==> src/rtl/lsdp_pkg.sv <==
package lsdp_pkg;

   // Bit positions of the control/status group inside the synchronized bus.
   localparam int CTL_EN_N  = 0;
   localparam int CTL_THERM = 1;
   localparam int CTL_UV    = 2;
   localparam int CTL_CLEAR = 3;
   localparam int CTL_BITS  = 4;

   typedef enum logic {
      OC_WATCH   = 1'b0,
      OC_TRIPPED = 1'b1
   } oc_state_e;

   function automatic int cnt_width(input int limit);
      return (limit > 1) ? $clog2(limit) : 1;
   endfunction

endpackage

==> src/rtl/lsdp_sync.sv <==
module lsdp_sync #(
   parameter int WIDTH  = 1,
   parameter int STAGES = 2
) (
   input  logic             clk,
   input  logic             por_n,
   input  logic [WIDTH-1:0] d_i,
   output logic [WIDTH-1:0] q_o
);

   if (STAGES < 2) begin : g_bad_stages
      $error("lsdp_sync: STAGES must be at least 2");
   end
   if (WIDTH < 1) begin : g_bad_width
      $error("lsdp_sync: WIDTH must be at least 1");
   end

   logic [WIDTH-1:0] stg [STAGES];

   always_ff @(posedge clk or negedge por_n) begin
      if (!por_n) begin
         for (int s = 0; s < STAGES; s++) stg[s] <= '0;
      end else begin
         stg[0] <= d_i;
         for (int s = 1; s < STAGES; s++) stg[s] <= stg[s-1];
      end
   end

   assign q_o = stg[STAGES-1];

endmodule

==> src/rtl/lsdp_oc_chan.sv <==
module lsdp_oc_chan
   import lsdp_pkg::*;
#(
   parameter int DEGLITCH_CYC = 350,
   parameter int RETRY_CYC    = 120000
) (
   input  logic clk,
   input  logic por_n,
   input  logic wipe_i,
   input  logic ilim_i,
   output logic tripped_o
);

   localparam int DGW = cnt_width(DEGLITCH_CYC);
   localparam int RTW = cnt_width(RETRY_CYC);
   localparam logic [DGW-1:0] DG_LAST = DGW'(DEGLITCH_CYC - 1);
   localparam logic [RTW-1:0] RT_LAST = RTW'(RETRY_CYC - 1);

   oc_state_e      state;
   logic [DGW-1:0] dg_cnt;
   logic [RTW-1:0] rt_cnt;

   always_ff @(posedge clk or negedge por_n) begin
      if (!por_n) begin
         state  <= OC_WATCH;
         dg_cnt <= '0;
         rt_cnt <= '0;
      end else if (wipe_i) begin
         state  <= OC_WATCH;
         dg_cnt <= '0;
         rt_cnt <= '0;
      end else begin
         unique case (state)
            OC_WATCH: begin
               if (!ilim_i) begin
                  dg_cnt <= '0;
               end else if (dg_cnt == DG_LAST) begin
                  state  <= OC_TRIPPED;
                  dg_cnt <= '0;
                  rt_cnt <= '0;
               end else begin
                  dg_cnt <= dg_cnt + 1'b1;
               end
            end
            OC_TRIPPED: begin
               if (rt_cnt == RT_LAST) begin
                  state  <= OC_WATCH;
                  rt_cnt <= '0;
               end else begin
                  rt_cnt <= rt_cnt + 1'b1;
               end
            end
            default: state <= OC_WATCH;
         endcase
      end
   end

   assign tripped_o = (state == OC_TRIPPED);

endmodule

==> src/rtl/ls_driver_guard.sv <==
module ls_driver_guard
   import lsdp_pkg::*;
#(
   parameter int NCH          = 4,
   parameter int DEGLITCH_CYC = 350,
   parameter int RETRY_CYC    = 120000,
   parameter int SYNC_STAGES  = 2
) (
   input  logic           clk,
   input  logic           por_n,
   input  logic [NCH-1:0] chan_cmd_i,
   input  logic           en_n_i,
   input  logic           clear_i,
   input  logic [NCH-1:0] ilim_i,
   input  logic           therm_i,
   input  logic           uv_i,
   output logic [NCH-1:0] gate_on_o,
   output logic           fault_n_o
);

   if (NCH < 1) begin : g_bad_nch
      $error("ls_driver_guard: NCH must be at least 1");
   end
   if (DEGLITCH_CYC < 1) begin : g_bad_dg
      $error("ls_driver_guard: DEGLITCH_CYC must be at least 1");
   end
   if (RETRY_CYC < 1) begin : g_bad_rt
      $error("ls_driver_guard: RETRY_CYC must be at least 1");
   end

   localparam int SW      = CTL_BITS + 2 * NCH;
   localparam int CMD_LO  = CTL_BITS;
   localparam int ILIM_LO = CTL_BITS + NCH;

   logic [SW-1:0]  raw_bus, syn_bus;
   logic           en_n_s, therm_s, uv_s, clear_s, wipe;
   logic [NCH-1:0] cmd_s, ilim_s, tripped;
   logic [NCH-1:0] gate_d;
   logic           fault_d;

   assign raw_bus = {ilim_i, chan_cmd_i, clear_i, uv_i, therm_i, en_n_i};

   lsdp_sync #(
      .WIDTH  (SW),
      .STAGES (SYNC_STAGES)
   ) u_sync (
      .clk   (clk),
      .por_n (por_n),
      .d_i   (raw_bus),
      .q_o   (syn_bus)
   );

   assign en_n_s  = syn_bus[CTL_EN_N];
   assign therm_s = syn_bus[CTL_THERM];
   assign uv_s    = syn_bus[CTL_UV];
   assign clear_s = syn_bus[CTL_CLEAR];
   assign cmd_s   = syn_bus[CMD_LO +: NCH];
   assign ilim_s  = syn_bus[ILIM_LO +: NCH];
   assign wipe    = clear_s | uv_s;

   for (genvar c = 0; c < NCH; c++) begin : g_chan
      lsdp_oc_chan #(
         .DEGLITCH_CYC (DEGLITCH_CYC),
         .RETRY_CYC    (RETRY_CYC)
      ) u_oc (
         .clk       (clk),
         .por_n     (por_n),
         .wipe_i    (wipe),
         .ilim_i    (ilim_s[c]),
         .tripped_o (tripped[c])
      );
   end

   // Priority: clear, undervoltage, thermal, per-channel trip, enable/command.
   always_comb begin
      if (clear_s)      gate_d = '0;
      else if (uv_s)    gate_d = '0;
      else if (therm_s) gate_d = '0;
      else if (en_n_s)  gate_d = '0;
      else              gate_d = cmd_s & ~tripped;
   end

   assign fault_d = ~(((|tripped) | therm_s) & ~wipe);

   always_ff @(posedge clk or negedge por_n) begin
      if (!por_n) begin
         gate_on_o <= '0;
         fault_n_o <= 1'b1;
      end else begin
         gate_on_o <= gate_d;
         fault_n_o <= fault_d;
      end
   end

endmodule

==> config.mk <==
export PLATFORM = sky130hd
export DESIGN_NAME = ls_driver_guard
export DESIGN_NICKNAME = d
export VERILOG_FILES = /design/src/rtl/lsdp_pkg.sv /design/src/rtl/lsdp_sync.sv /design/src/rtl/lsdp_oc_chan.sv /design/src/rtl/ls_driver_guard.sv
export SDC_FILE = /design/constraint.sdc
export NUM_CORES = 1
export LEC_CHECK = 0
export BUFFER_PORTS_ARGS = -buffer_cell sky130_fd_sc_hd__buf_4
export CAP_MARGIN = 20
export CORE_ASPECT_RATIO = 1.5
export CORE_MARGIN = 3
export CORE_UTILIZATION = 65
export CTS_CLUSTER_SIZE = 30
export DETAILED_ROUTE_END_ITERATION = 6
export PLACE_DENSITY_LB_ADDON = 0.12
export SLEW_MARGIN = 20
export SYNTH_ARGS = -nofsm -noshare
export SYNTH_HDL_FRONTEND = slang
export SYNTH_SLANG_ARGS = --single-unit
export TNS_END_PERCENT = 50
==> constraint.sdc <==
create_clock -name clk -period 4.6 [get_ports clk]
set_input_delay 0.46 -clock clk [delete_from_list [all_inputs] [get_ports clk]]
set_output_delay 0.46 -clock clk [all_outputs]
set_load 0.02 [all_outputs]
; ---- Word level (Yosys, flattened, before mapping)
; Index checks and enable logic that the tools add are counted.
[classes]
n_eq_ne = 20
n_addsub = 8
reduce_logical = 5
mux = 60
n_bitwise = 11
[op_table]
columns = operator, count
row1 = two-way mux 17 bit, 16
row2 = two-way mux 9 bit, 16
row3 = case mux 17 bit (2 select lines), 4
row4 = adder 17 x 1 -> 17 bit (second input constant), 4
row5 = == test 17 bit (second input constant), 4
row6 = adder 9 x 1 -> 9 bit (second input constant), 4
row7 = == test 9 bit (second input constant), 4
row8 = two-way mux 1 bit, 16
row9 = two-way mux 4 bit, 4
row10 = != test 3 x 2 -> 1 bit (second input constant), 4
row11 = != test 3 bit (second input constant), 4
row12 = != test 2 bit (second input constant), 4
row13 = case mux 1 bit (2 select lines), 4
row14 = AND reduction 2 bit, 4
row15 = inverter 1 bit, 6
row16 = AND 4 bit, 1
row17 = inverter 4 bit, 1
row18 = OR reduction 4 bit, 1
row19 = OR 1 bit, 2
row20 = AND 1 bit, 1
[totals]
input_bits = 14
ff_bits = 137
out_inout_bits = 5
word_cells = 120

; ---- Logic depth before layout (Yosys ltp)
; Gate-level depths: netlist of run 1.
[depth]
word_depth = 6
mapped_depth = 8
mapped_depth_nobuf = 7

; ---- Cells and area by module
; A second synthesis of run 1 with hierarchy kept.
[hier_totals]
hier_cells = 693
area_unflattened_um2 = 7045.5
[by_module_without_submodules]
columns = mod, n_inst, area_each_um2, cells_per_inst, seq_area_each_um2
row1 = lsdp_oc_chan, 4, 1536.5, 161, 675.6
row2 = lsdp_sync, 1, 690.7, 36, 600.6
row3 = ls_driver_guard, 1, 209.0, 13, 126.4

; ---- Worst setup path after synthesis of run 1
; OpenSTA, ideal clock, no wires.
[synth_path]
path_type = reg2reg
startpoint = register g_chan[0].u_oc.dg_cnt[1]
endpoint = register g_chan[0].u_oc.rt_cnt[13]
arrival_time_ns = 1.879
t_required_ns = 4.522
path_slack_ns = 2.642
path_buffers = 0
synth_period_minus_slack_ns = 1.958
path_stages_with_launch = 8
setup_time_ns = 0.078
path_cell_list = dfrtp_1 inv_1 ha_1 nand4b_2 o41ai_4 nand4_4 or3_1 a21oi_1
[synth_via]
elab_chain_cells = 3
[synth_rtl]
columns = item, line_no
row1 = "start, declared", lsdp_oc_chan.sv:20  ; logic [DGW-1:0] dg_cnt;
row2 = "start signal, assigned", lsdp_oc_chan.sv:42  ; dg_cnt <= dg_cnt + 1'b1;
row3 = == test 9 bit, lsdp_oc_chan.sv:37  ; end else if (dg_cnt == DG_LAST) begin
row4 = != test 3 x 2 -> 1 bit (no source line), -
row5 = AND reduction 2 bit (no source line), -
row6 = "end signal, assigned", lsdp_oc_chan.sv:50  ; rt_cnt <= rt_cnt + 1'b1;
row7 = "end, declared", lsdp_oc_chan.sv:21  ; logic [RTW-1:0] rt_cnt;
; Every way passes these cells.
; A chain may end at the register's enable or synchronous reset.

; ---- Worst setup path after layout of run 1
[layout_path]
startpoint = register u_sync.stg, in the netlist u_sync.q_o[3]
endpoint = register g_chan[0].u_oc.rt_cnt[9]
[layout_via]
elab_chain_cells = 3
elab_cells_between_ends = 5
cone_classes = eq/ne: 2 / mux: 1 / bitwise: 1 / reduce/logical: 1
[layout_rtl]
columns = item, line_no
row1 = "start, declared", lsdp_sync.sv:18  ; logic [WIDTH-1:0] stg [STAGES];
row2 = OR 1 bit *, ls_driver_guard.sv:59  ; assign wipe = clear_s | uv_s;
row3 = != test 3 x 2 -> 1 bit (no source line) or != test 3 bit (tied branches), -
row4 = AND reduction 2 bit (no source line), -
; Every way passes the cells marked *; elsewhere a longest branch is shown, timed or not.

==> results.md, run 1 <==
- The flow ran to the end, and the final reports show no timing, DRC or antenna violations.
- The number of gates resized after CTS was 0.
- Of the total synthesized cell area, the portion taken by AND, OR, NAND and NOR gates is 22.9%.
- The maximum level of the CTS H-tree is 4.
- The global-route usage over all layers is 24.9%.
- The final count of hold timing violations is 0.
- Counting every net in the synthesized netlist gives 683.
- The congestion estimate from routability-driven global placement came to 0.830.
- The fraction of synthesized cell area taken by the top area cell type is 51.9%.
- The total negative setup slack is 0 ps.
- The number of library cell types mapped by synthesis is 59.
- The final critical-path setup slack is 2210 ps.
- For this run the aggregate overflow at the end of global routing stands at 0.
- Setup repair after global routing left no endpoint under its margin.
- The number of I/O port buffers is 18.
- The detailed-placement wirelength estimate is 8900 µm.
- In the final routed layout, each cell accounts on average for 16.5 µm.
- The initial utilization of the core area, before any placement, comes to 67.3%.
- The mean number of vias per cell is 6.38.
- The worst setup path is captured at a flip-flop.
- The initialized floorplan defines 44 standard-cell rows.
- The final cycle utilization of the critical path is 51.9%.
- The clock period could shrink to 2390 ps.
- Multiplexer cells account for 0.668% of the synthesized area.
- The number of antenna violations at the first check in global routing came to 0.
- The fraction of the mapped netlist area in compound gates is 15.3%.
- Across the VDD grid, the largest voltage drop is 381 µV.
- In this design, the stage delay of the slowest critical-path cell is 660 ps.
- The standard cell with the maximum stage delay on the critical path is sky130_fd_sc_hd__a21oi_2.
- The clock tree skew after final layout is 9.67 ps.
- Cell internal power was estimated by the tool at 0.00219 W.
- The number of buffers between clock root and the deepest sink is 2.
- Relative to the synthesized area, the layout overhead comes to 13.4%.
- The dominant combinational cell family by area after synthesis is simple AND/OR/NAND/NOR gates.
- The fraction of power consumed by sequential logic is 44.7%.
- Clock-pin slew was measured on the worst setup and hold paths at 60 ps.
- sky130_fd_sc_hd__dfrtp_1 is the most common cell in the netlist.
- Walking the worst path, the cells encountered are nor2_1 -> nand2_1 -> a21oi_2 -> nor2_1 -> a21oi_1.
- The width of the die is 88.0 µm.
- Entering global routing, the biggest net connects 101 pins.
- The post-placement setup slack is 2020 ps.
- The clock network is responsible for 52.6% of the overall power.
- The violation count after the first detailed-route iteration is 245.
- The total number of vias is 5,148.
- For this run, the number of Yosys warnings is 0.
- The final max-slew violation count is 0.
- The logic gate share of total power is 2.7%.
- The worst setup path category is flip-flop to flip-flop.
- The family of cells with the greatest summed delay on the critical path is simple AND/OR/NAND/NOR gates.
- The die span in y is 129 µm.
- The peak fanout along the critical path is 18.
- The total of hold buffers inserted after clock tree synthesis is 0.
- The mapped cell area is 6560 µm².
- The first global-routing pass estimated 22,500 µm of wire.
- The nature of the critical path startpoint is a flip-flop.
- The data arrival time at the worst-slack endpoint is 2720 ps.
- A synthesized cell averages 9.98 µm².
- The number of buffer and inverter instances along the worst setup path is 0.
- The synthesized netlist devotes 2.29% of its cell area to adder and majority cells.
- For this run, the register share of the synthesized area comes to 52.3%.
- Of the total synthesized cell area, the portion taken by XOR and XNOR cells is 4.54%.
- The final layout contains 705 nets.
- Summed over all cells, the static leakage comes to 3.10 nW.
- The relative max-transition margin is 37.9%.
- The commonest cells after synthesis are sky130_fd_sc_hd__dfrtp_1, sky130_fd_sc_hd__nand2_1, sky130_fd_sc_hd__o21ai_0.
- For this run, the leading register cell type out of synthesis is sky130_fd_sc_hd__dfrtp_1.
- The number of setup violations in the final report is 0.
- The pre-antenna-repair detailed-routing pass consisted of 7 iterations.
- TritonCTS built the clock tree.
- The synthesized design spends more area on one cell type than any other, namely sky130_fd_sc_hd__dfrtp_1.
- The number of remaining DRC errors is 0.
- The later-pin clock latency in the skew report is 410 ps.
- The number of antenna diodes in the final layout is 0.
- For the pin with the worst max-slew slack, the measured transition is 927 ps.
- The cell seen most often among critical-path stages is sky130_fd_sc_hd__nor2_1.
- By area the synthesized netlist is led by sky130_fd_sc_hd__dfrtp_1, sky130_fd_sc_hd__o21ai_0, sky130_fd_sc_hd__nand2_1, sky130_fd_sc_hd__xnor2_1, sky130_fd_sc_hd__nor2_1.
- The via count of the first global-routing pass is 5,030.
- The post-CTS repair timing setup buffer count is 0.
- In this run the power spent charging and discharging nets is 0.000558 W.
- Data on the critical path is required at its endpoint by 4930 ps.
- The synthesized design contains 137 register bits.
- The core footprint is 9740 µm².
- The number of flops mapped to enable cells by yosys is 0.
- The tool flagged a number of max-cap violations equal to 0.
- Of the total power, the share spent switching nets is 20.3%.
- The async set or reset register ratio after synthesis is 100%.
- The tree is rooted in a sky130_fd_sc_hd__clkbuf_16.
- The power density of the placed cells is 370 nW/µm².
- The count of nets left with antenna violations once routing finished came out at 0.
- Counting every instance in the synthesized netlist gives 657.
- For this design the top-level I/O count stands at 19.
- The area of the die is 11,400 µm².
- The path class of the lowest-slack min-delay path is primary input to asynchronous set/reset pin.
- The design draws 0.00275 W.
- The tree built by TritonCTS fans out to 137 sinks.
- The CTS buffer count is 17.
- Based on the critical path, the design can be clocked at up to 419 MHz.
- The fraction of final layout cells sized beyond drive strength 1 is 9.97%.
- The routed design has 13,300 µm of wire.
per-stage QoR:
stage,hold slack (ps),utilization (%),instances,cell area [µm²]
final,150,76.3,807,7440
after global routing,136,76.3,807,7440
after CTS,139,76.2,807,7420
after detailed placement,335,69.6,775,6780
after global placement,334,69.6,775,6780
after floorplan,164,-,657,6560
routing by layer:
| layer | wire (µm) | part of all wire (%) | track usage (%) | vias to the layer above |
|---|---|---|---|---|
| li1 | - | - | - | 2460 |
| met1 | 5580 | 42 | 30.0 | 2553 |
| met2 | 7060 | 53 | 43.2 | 116 |
| met3 | 449 | 3.4 | 5.25 | 19 |
| met4 | 220 | 1.7 | 9.94 | 0 |
| met5 | 0 | 0 | 0 | - |
area by class of cell:
| class | instances | area (µm²) |
|---|---|---|
| flip-flops and latches | 137 | 3430 |
| multi-input cells | 487 | 3010 |
| fillers | 684 | 2310 |
| clock buffers | 22 | 474 |
| clock inverters | 10 | 166 |
| repair buffers | 20 | 154 |
| well taps | 115 | 144 |
| inverters | 16 | 60.1 |
registers in the layout (all words and copies together) (netlist names):
name,cells
g_chan.u_oc.rt_cnt,68
g_chan.u_oc.tripped_o,4
u_sync.stg,12
u_sync.q_o,12
g_chan.u_oc.dg_cnt,36
fault_n_o,1
gate_on_o,4
power groups by stage:
stage | Combinational [W] | Sequential, W | Clock, W
global placement | 0.0000725 | 0.00125 | 0
detailed placement | 0.0000748 | 0.00125 | 0
global route | 0.0000838 | 0.00123 | 0.00152
floorplan | 0.0000307 | 0.00125 | 0
CTS | 0.0000756 | 0.00123 | 0.00147
finish | 0.0000735 | 0.00123 | 0.00145
final timing paths:
check	cells after the start	slack (ps)	end	startpoint
min in group clk	1	150	u_sync.stg[19]$_DFF_PN0_	chan_cmd_i[3]
setup / recovery	5	2210	g_chan[0].u_oc.rt_cnt[9]$_DFFE_PN0P_	u_sync.q_o[3]$_DFF_PN0_
hold reg to reg	0	350	u_sync.q_o[2]$_DFF_PN0_	u_sync.stg[14]$_DFF_PN0_
setup reg to reg	5	2210	g_chan[0].u_oc.rt_cnt[9]$_DFFE_PN0P_	u_sync.q_o[3]$_DFF_PN0_
max in group asynchronous	2	3430	u_sync.q_o[5]$_DFF_PN0_	por_n
hold / removal	1	150	g_chan[3].u_oc.rt_cnt[11]$_DFFE_PN0P_	por_n
cell usage in the layout, fill, tap and decap left out, types with 3 or more instances in the layout:
cell / count
sky130_fd_sc_hd__o211ai_1: 3
sky130_fd_sc_hd__a22o_1: 6
sky130_fd_sc_hd__and2_1: 5
sky130_fd_sc_hd__xnor2_1: 22
sky130_fd_sc_hd__nor3_1: 16
sky130_fd_sc_hd__o31ai_1: 9
sky130_fd_sc_hd__nand4b_1: 7
sky130_fd_sc_hd__o21ai_0: 60
sky130_fd_sc_hd__and3_1: 21
sky130_fd_sc_hd__clkinvlp_4: 5
sky130_fd_sc_hd__inv_1: 16
sky130_fd_sc_hd__a41oi_1: 6
sky130_fd_sc_hd__a21oi_1: 19
sky130_fd_sc_hd__nor2_1: 48
sky130_fd_sc_hd__xor2_1: 12
sky130_fd_sc_hd__mux2_2: 3
sky130_fd_sc_hd__nand3_1: 33
sky130_fd_sc_hd__clkbuf_16: 17
sky130_fd_sc_hd__or3_1: 10
sky130_fd_sc_hd__and4_1: 7
sky130_fd_sc_hd__nand2_1: 74
sky130_fd_sc_hd__dfrtp_1: 136
sky130_fd_sc_hd__nor4b_1: 4
sky130_fd_sc_hd__nor3b_1: 4
sky130_fd_sc_hd__bufinv_16: 4
sky130_fd_sc_hd__nand2b_1: 12
sky130_fd_sc_hd__a21o_1: 5
sky130_fd_sc_hd__clkbuf_8: 3
sky130_fd_sc_hd__nor2b_1: 4
sky130_fd_sc_hd__ha_1: 12
sky130_fd_sc_hd__nor4_1: 8
sky130_fd_sc_hd__o41ai_1: 3
sky130_fd_sc_hd__nand4_1: 11
sky130_fd_sc_hd__buf_4: 19
sky130_fd_sc_hd__a31oi_1: 25
sky130_fd_sc_hd__o22ai_1: 6
worst register-to-register path: cells and delay by family (launching register included):
family	cells	cell delay (ps)
simple gates	3	1020
compound gates	2	850
flops	1	440
logic make-up (layout without fill, tap and decap cells):
group / after synthesis / in the layout
AO/OA/AOI/OAI: 157 / 157
XOR/XNOR: 34 / 34
adder cells (fa/ha/maj): 12 / 12
buffers and inverters: 33 / 68
flip-flops: 137 / 137
multiplexers: 4 / 4
AND/OR/NAND/NOR: 280 / 280
Note: power is estimated with default switching activity, not from simulation.
==> run 2, diff against run 1 <==
--- a/config.mk
+++ b/config.mk
@@ -9,7 +9,7 @@
 export CAP_MARGIN = 20
 export CORE_ASPECT_RATIO = 1.5
 export CORE_MARGIN = 3
-export CORE_UTILIZATION = 65
+export CORE_UTILIZATION = 62
 export CTS_CLUSTER_SIZE = 30
 export DETAILED_ROUTE_END_ITERATION = 6
 export PLACE_DENSITY_LB_ADDON = 0.12
==> constraint.sdc (replaced) <==
create_clock -name clk -period 2.4 [get_ports clk]
set_input_delay 0.24 -clock clk [delete_from_list [all_inputs] [get_ports clk]]
set_output_delay 0.24 -clock clk [all_outputs]
set_load 0.02 [all_outputs]
==> run 2 against run 1 <==
Sequential share of layout area fell by 1.6 points; final area grew 3.7%; via count grew 3.4%; power grew 95%; combinational power up 140%; non-clock buffer count increased by 26; global-route usage increased by 0.99 points; critical path type unchanged; largest cell class unchanged; largest power group unchanged.
==> results.md, run 2 (synthesized netlist as in run 1, its figures left out) <==
- The peak fanout along the critical path is 8.
- After detailed placement, the design holds a cell count of 814.
- 0 antenna diodes ended up in the layout.
- The worst setup path category is flip-flop to flip-flop.
- The total negative setup slack is 0 ps.
- The area taken by flip-flops and latches is 3430 µm².
- Buffers inserted during clock tree synthesis total 17.
- In the final design database the tool counted 731 nets.
- The worst register-to-register path has a depth of 6.
- The per-cell routed wire length is 17.0 µm.
- The data arrival time at the worst-slack endpoint is 2640 ps.
- Between clock sinks in the finished design, the worst skew comes to 7.44 ps.
- Once the floorplan was initialized, standard cells occupied 64.0% of the core.
- In this run the static leakage power is 3.23 nW.
- The flow ran to the end, and the final reports show no timing, DRC or antenna violations.
- The worst hold path terminates at u_sync.q_o[1]$_DFF_PN0_.
- The HPWL after detailed placement is 9200 µm.
- Wires add up to 14,600 µm.
- The final critical path takes up 97.4% of the cycle.
- The number of nets with antenna violations after detailed routing is 0.
- The clock edge transition at the registers on the reported setup and hold paths is 60 ps.
- The clock passes through at most 2 buffers.
- The source of the worst register-to-register timing path is g_chan[1].u_oc.rt_cnt[0]$_DFFE_PN0P_.
- The nature of the critical path startpoint is a flip-flop.
- The worst hold path startpoint is u_sync.stg[13]$_DFF_PN0_.
- The tool flagged a number of max-cap violations equal to 0.
- The largest net degree at the start of global routing is 68.
- Prior to clock tree synthesis, the placed netlist has a worst setup slack of 164 ps.
- The layout overhead on the synthesized area is 17.6%.
- Input and output buffers added on the ports amount to 18.
- The layout has 708 filler cells.
- Leaving out fill and tap cells, the most frequent cell in the layout is sky130_fd_sc_hd__dfrtp_1.
- The clock reaches the later pin of the worst-skew pair after 420 ps.
- In the final layout, the registers with the most flip-flops are g_chan.u_oc.rt_cnt x68, g_chan.u_oc.dg_cnt x36.
- For the pin with the worst max-slew slack, the measured transition is 946 ps.
- The final count of hold timing violations is 0.
- Timing would allow up to 428 MHz.
- The reg-to-reg critical path endpoint is g_chan[1].u_oc.rt_cnt[8]$_DFFE_PN0P_.
- The final critical-path setup slack is 63.4 ps.
- The root cell of the clock tree is sky130_fd_sc_hd__clkbuf_16.
- The routed design could run at a clock period as short as 2340 ps.
- The CTS sink count is 137.
- The floorplan step defined a die boundary enclosing 11,900 µm².
- Setup violations remaining at the end of the flow were counted as 0.
- The violation count after the first detailed-route iteration is 311.
- The final max-slew violation count is 0.
- Setup repair after global routing left no endpoint under its margin.
- Headroom to the max-slew limit came out at 36.2%.
- The maximum level of the CTS H-tree is 4.
- The core region is 10,200 µm².
- The number of remaining DRC errors is 0.
- The largest voltage drop on the vdd net is 551 µV.
- The instance count along the most critical hold path is 0.
- TritonCTS built the clock tree.
- The power density of the placed cells is 696 nW/µm².
- The worst setup path is captured at a flip-flop.
- The number of antenna violations at the first check in global routing is 0.
- Once layout is complete, the cells apart from fillers number 859.
- The via count of the first global-routing pass was 5,412.
- The final weighted congestion of routability-driven global placement is 0.815.
- The register with the most flip-flops in the layout has 68 of them.
- The width of the die is 90.0 µm.
- The die span in y is 132 µm.
- Across all hold checks on the routed design, the worst slack comes to 346 ps.
- The I/O pin count is 19.
- The tightest min-delay check is of the flip-flop to flip-flop type.
- The remaining global-route overflow is 0.
- The data required time at the worst endpoint is 2700 ps.
- The worst setup slack for register-to-register paths is 60 ps.
- Global routing used 25.9% of the available tracks.
- Ranked by flip-flop count, first place goes to g_chan.u_oc.rt_cnt.
- The total number of vias is 5,321.
- In the routed layout, each cell is associated on average with a via count of 6.19.
- Cells with a size suffix above 1 make up 11.4% of the layout.
- The first TritonRoute pass finished after 5 iterations.
- The first-pass GRT wire length is 25,300 µm.
- In the final layout, the multi-input gates occupy 3000 µm².
- The placement row count is 45.
- Leaving out fill and tap cells, the most frequent cells in the layout are sky130_fd_sc_hd__dfrtp_1, sky130_fd_sc_hd__nand2_1, sky130_fd_sc_hd__o21ai_0, sky130_fd_sc_hd__nor2_1, sky130_fd_sc_hd__nand3_1.
run 2: report_power, final:
| group | leakage [nW] | internal (W) | total [W] | switching [W] |
|---|---|---|---|---|
| clock | 0.305 | 0.00185 | 0.00284 | 0.000985 |
| combinational | 1.07 | 0.0000618 | 0.000174 | 0.000112 |
| sequential | 1.85 | 0.00234 | 0.00235 | 0.0000175 |
| total | 3.23 | 0.00425 | 0.00537 | 0.00112 |
run 2: through the flow:
stage                     cell area, µm²  total power [W]  util, %
final                               7710          0.00537     75.2
after global placement              6920          0.00255     67.6
after detailed placement            6920          0.00255     67.6
after global routing                7710          0.00551     75.2
after CTS                           7700          0.00540     75.2
after floorplan                     6560          0.00245        -
run 2: how the worst max path moves through the flow:
| stage | start | to | slack, ps | cells past startpoint |
|---|---|---|---|---|
| 2_1_floorplan | g_chan[0].u_oc.dg_cnt[1]$_DFFE_PN0P_ | g_chan[0].u_oc.rt_cnt[13]$_DFFE_PN0P_ | 440 | 7 |
| 3_3_place_gp | g_chan[2].u_oc.rt_cnt[0]$_DFFE_PN0P_ | g_chan[2].u_oc.rt_cnt[5]$_DFFE_PN0P_ | 290 | 6 |
| 3_5_place_dp | g_chan[1].u_oc.rt_cnt[0]$_DFFE_PN0P_ | g_chan[1].u_oc.rt_cnt[8]$_DFFE_PN0P_ | 160 | 6 |
| 4_1_cts | g_chan[1].u_oc.rt_cnt[0]$_DFFE_PN0P_ | g_chan[1].u_oc.rt_cnt[8]$_DFFE_PN0P_ | 130 | 6 |
| 5_1_grt | u_sync.q_o[3]$_DFF_PN0_ | g_chan[3].u_oc.rt_cnt[9]$_DFFE_PN0P_ | 20 | 5 |
| 6_report | g_chan[1].u_oc.rt_cnt[0]$_DFFE_PN0P_ | g_chan[1].u_oc.rt_cnt[8]$_DFFE_PN0P_ | 60 | 6 |
run 2: worst max-delay path, stage by stage (launching register included):
cell and delay [ps]:
sky130_fd_sc_hd__dfrtp_1 400, sky130_fd_sc_hd__ha_1 210, sky130_fd_sc_hd__and4_1 220, sky130_fd_sc_hd__nand3_1 120, sky130_fd_sc_hd__o21ai_0 780, sky130_fd_sc_hd__o22ai_1 230
sky130_fd_sc_hd__a32o_1 270
run 2: timing repair:
action                     in CTS  in global routing
resized for setup               0                  1
hold buffers                   13                  0
setup endpoints to repair       0                  3
setup buffers                   0                  0
hold endpoints to repair       77                  0
run 2: layout make-up:
cell class	instances	area share, %
repair buffers	46	5.11
flip-flops and latches	137	44.5
clock inverters	10	2.13
multi-input cells	487	38.9
clock buffers	22	6.28
inverters	16	0.779
well taps	141	2.29
run 2: metal layers:
layer  up-vias  routed length (µm)  track usage (%)
met4         0                 305             10.9
met2       139                7910             45.6
met3        34                 497             4.80
met1      2639                5920             31.3
met5         -                   0                0
li1       2509                   -                -
==> run 3, diff against run 2 <==
--- a/config.mk
+++ b/config.mk
@@ -13,6 +13,7 @@
 export CTS_CLUSTER_SIZE = 30
 export DETAILED_ROUTE_END_ITERATION = 6
 export PLACE_DENSITY_LB_ADDON = 0.12
+export SETUP_SLACK_MARGIN = 0.4
 export SLEW_MARGIN = 20
 export SYNTH_ARGS = -nofsm -noshare
 export SYNTH_HDL_FRONTEND = slang
==> run 3 against run 2 <==
Die area unchanged; global-route usage increased by 0.23 points; clock power about the same; flip-flop and latch count unchanged; sequential share of layout area decreased by 2.0 points; clock-buffer cell count unchanged; worst setup slack improved by 310 ps; wire length increased by 9.8%; combinational power increased by 12%; final cell count increased by 2.0%; critical path type unchanged.
==> results.md, run 3 (synthesized netlist as in run 1, its figures left out) <==
- The TritonCTS clock tree is built.
- The CTS buffer count is 17.
- From bottom edge to top edge, the die measures 132 µm.
- Setup violations remaining at the end of the flow were counted as 0.
- The fraction of final layout cells sized beyond drive strength 1 is 17.7%.
- Total power for the finished layout comes to 0.00540 W.
- In this run the worst path has a maximum fanout of 6.
- In the layout the commonest cells are sky130_fd_sc_hd__dfrtp_1, sky130_fd_sc_hd__nand2_1, sky130_fd_sc_hd__o21ai_0, sky130_fd_sc_hd__nor2_1, sky130_fd_sc_hd__buf_4.
- Clock-pin slew was measured on the worst setup and hold paths at 60 ps.
- VDD sags by at most 559 µV.
- Counting along the longest clock path gives a buffer depth of 2.
- The placement row count is 45.
- The actual transition at the worst max-transition pin is 674 ps.
- Buffers placed on the I/O ports in this run total 18.
- The number of remaining DRC errors is 0.
- The critical path starts at g_chan[0].u_oc.dg_cnt[1]$_DFFE_PN0P_.
- On the final layout, the worst hold slack is 346 ps.
- The nature of the critical path startpoint is a flip-flop.
- The tool flagged a number of max-cap violations equal to 0.
- The cell area after placement is 6920 µm².
- At the worst endpoint, the arrival time is 2380 ps.
- The I/O pin count is 19.
- The startpoint identified for the worst register-to-register timing path is g_chan[0].u_oc.dg_cnt[1]$_DFFE_PN0P_.
- The detailed router placed 5,480 vias in this run.
- Setup repair after global routing could not meet its margin everywhere.
- The met1 usage in global routing is 31.6%.
- The final max-slew violation count was 0.
- The mean number of vias per cell is 6.26.
- The count of nets after finishing is 748.
- The power density of the placed cells is 668 nW/µm².
- The repair_antennas step left the layout with diodes totalling 0.
- The largest net degree at the start of global routing is 68.
- In this run the static leakage power is 3.39 nW.
- The core footprint is 10,200 µm².
- The peak clock frequency supported by timing is 493 MHz.
- For the final database, setup skew stands at 5.05 ps.
- The startpoint identified for the worst hold timing path is u_sync.stg[13]$_DFF_PN0_.
- For this run, global-route usage on met2 was measured as 46.1%.
- The violation count after the first detailed-route iteration is 331.
- The detailed-router iteration count before antenna repair is 4.
- The worst path uses 84.5% of the clock period.
- The flip-flop count of the largest register after layout is 68.
- The via count of the first global-routing pass came to 5,449.
- Dividing the detail-routed wire length by the instance count gives 18.3 µm.
- The busiest layer in global routing is met2.
- The root cell of the clock tree is sky130_fd_sc_hd__clkbuf_16.
- The first-pass GRT wire length is 25,500 µm.
- The post-layout instance area is 8080 µm².
- Data on the critical path is required at its endpoint by 2750 ps.
- The path class of the lowest-slack min-delay path is flip-flop to flip-flop.
- The number of nets with antenna violations after detailed routing is 0.
- The H-tree generated during clock tree synthesis spans 4 levels.
- The final weighted congestion of routability-driven global placement is 0.815.
- Adding up every negative setup slack in the final design gives 0 ps.
- The shortest period the worst path allows is 2030 ps.
- The flow ran to the end, and the final reports show no timing, DRC or antenna violations.
- In this run the tightest slew margin relative to its limit is 54.7%.
- The number of antenna violations at the first check in global routing is 0.
- STA classifies the critical path endpoint as a flip-flop.
- The most common library cell in the layout ignoring fill and taps is sky130_fd_sc_hd__dfrtp_1.
- The remaining global-route overflow is 0.
- The detailed-placement wirelength estimate is 9200 µm.
- The CTS sink count is 137.
- The met3 track demand over resource is 4.68%.
- After filler insertion, the fill cell instance count of the layout stands at 649.
- The area of the die is 11,900 µm².
- For this run, the total global-route usage over all layers was measured as 26.2%.
- The layout overhead on the synthesized area is 23.3%.
- In this run the horizontal extent of the chip is 90.0 µm.
- The largest registers in the layout are g_chan.u_oc.rt_cnt x68, g_chan.u_oc.dg_cnt x36.
- The clock reaches the later pin of the worst-skew pair after 420 ps.
- For this configuration, the core starts out at a cell density of 64.0%.
- The final count of hold timing violations is 0.
- Counting flops per register, the top entry is g_chan.u_oc.rt_cnt.
- For this block, the routed nets add up to 16,100 µm of wire.
- The worst setup path is of the flip-flop to flip-flop kind.
==> run 3: layer usage <==
layer	vias up	wire, µm
met4	0	271
met2	181	8830
li1	2546	-
met5	-	0
met1	2723	6280
met3	30	686
==> run 3: path summary, 6_finish.rpt <==
kind	end	slack, ps	cells after the start
setup / recovery	g_chan[0].u_oc.rt_cnt[11]$_DFFE_PN0P_	370	7
hold / removal	u_sync.q_o[1]$_DFF_PN0_	350	0
setup reg to reg	g_chan[0].u_oc.rt_cnt[11]$_DFFE_PN0P_	370	7
hold reg to reg	u_sync.q_o[1]$_DFF_PN0_	350	0
max in group asynchronous	u_sync.q_o[0]$_DFF_PN0_	1190	3
min in group asynchronous	g_chan[3].u_oc.rt_cnt[2]$_DFFE_PN0P_	390	2
==> run 3: stage by stage <==
stage / util [%] / worst slack [ps] / cells
floorplan: - / 442 / 657
CTS: 75.8 / 321 / 860
global route: 78.9 / 218 / 876
finish: 78.9 / 371 / 876
global placement: 67.6 / 292 / 814
detailed placement: 67.6 / 164 / 814
==> run 3: layout make-up <==
cell class / instances / area (µm²) / share of cell area (%)
sequential: 137 / 3430 / 42.5
multi-input combinational: 488 / 3240 / 40.0
timing repair buffer: 62 / 529 / 6.55
clock buffer: 22 / 484 / 5.99
tap: 141 / 176 / 2.18
clock inverter: 10 / 164 / 2.03
inverter: 16 / 60.1 / 0.743
==> run 3: power breakdown <==
| group | switching, W | total [W] | internal (W) | leakage, nW |
|---|---|---|---|---|
| clock network | 0.000997 | 0.00285 | 0.00185 | 0.305 |
| logic | 0.000122 | 0.000195 | 0.0000729 | 1.23 |
| registers | 0.0000189 | 0.00236 | 0.00234 | 1.85 |
| total | 0.00114 | 0.00540 | 0.00426 | 3.39 |
==> run 3: critical path, cell delays in order, from the launching register on <==
cell	delay (ps)
sky130_fd_sc_hd__dfrtp_1	400
sky130_fd_sc_hd__inv_2	100
sky130_fd_sc_hd__ha_4	150
sky130_fd_sc_hd__nand4b_4	120
sky130_fd_sc_hd__o41ai_4	450
sky130_fd_sc_hd__nand4_4	200
sky130_fd_sc_hd__or3_4	430
sky130_fd_sc_hd__a21oi_2	120
==> run 3: what timing repair did <==
action	4_1_cts	5_1_grt
gates cloned	0	1
buffers inserted	1	15
endpoints found under the setup margin	45	52
endpoints found under the hold margin	77	0
pin swaps	1	19
resized for setup	11	47
hold buffers	13	0
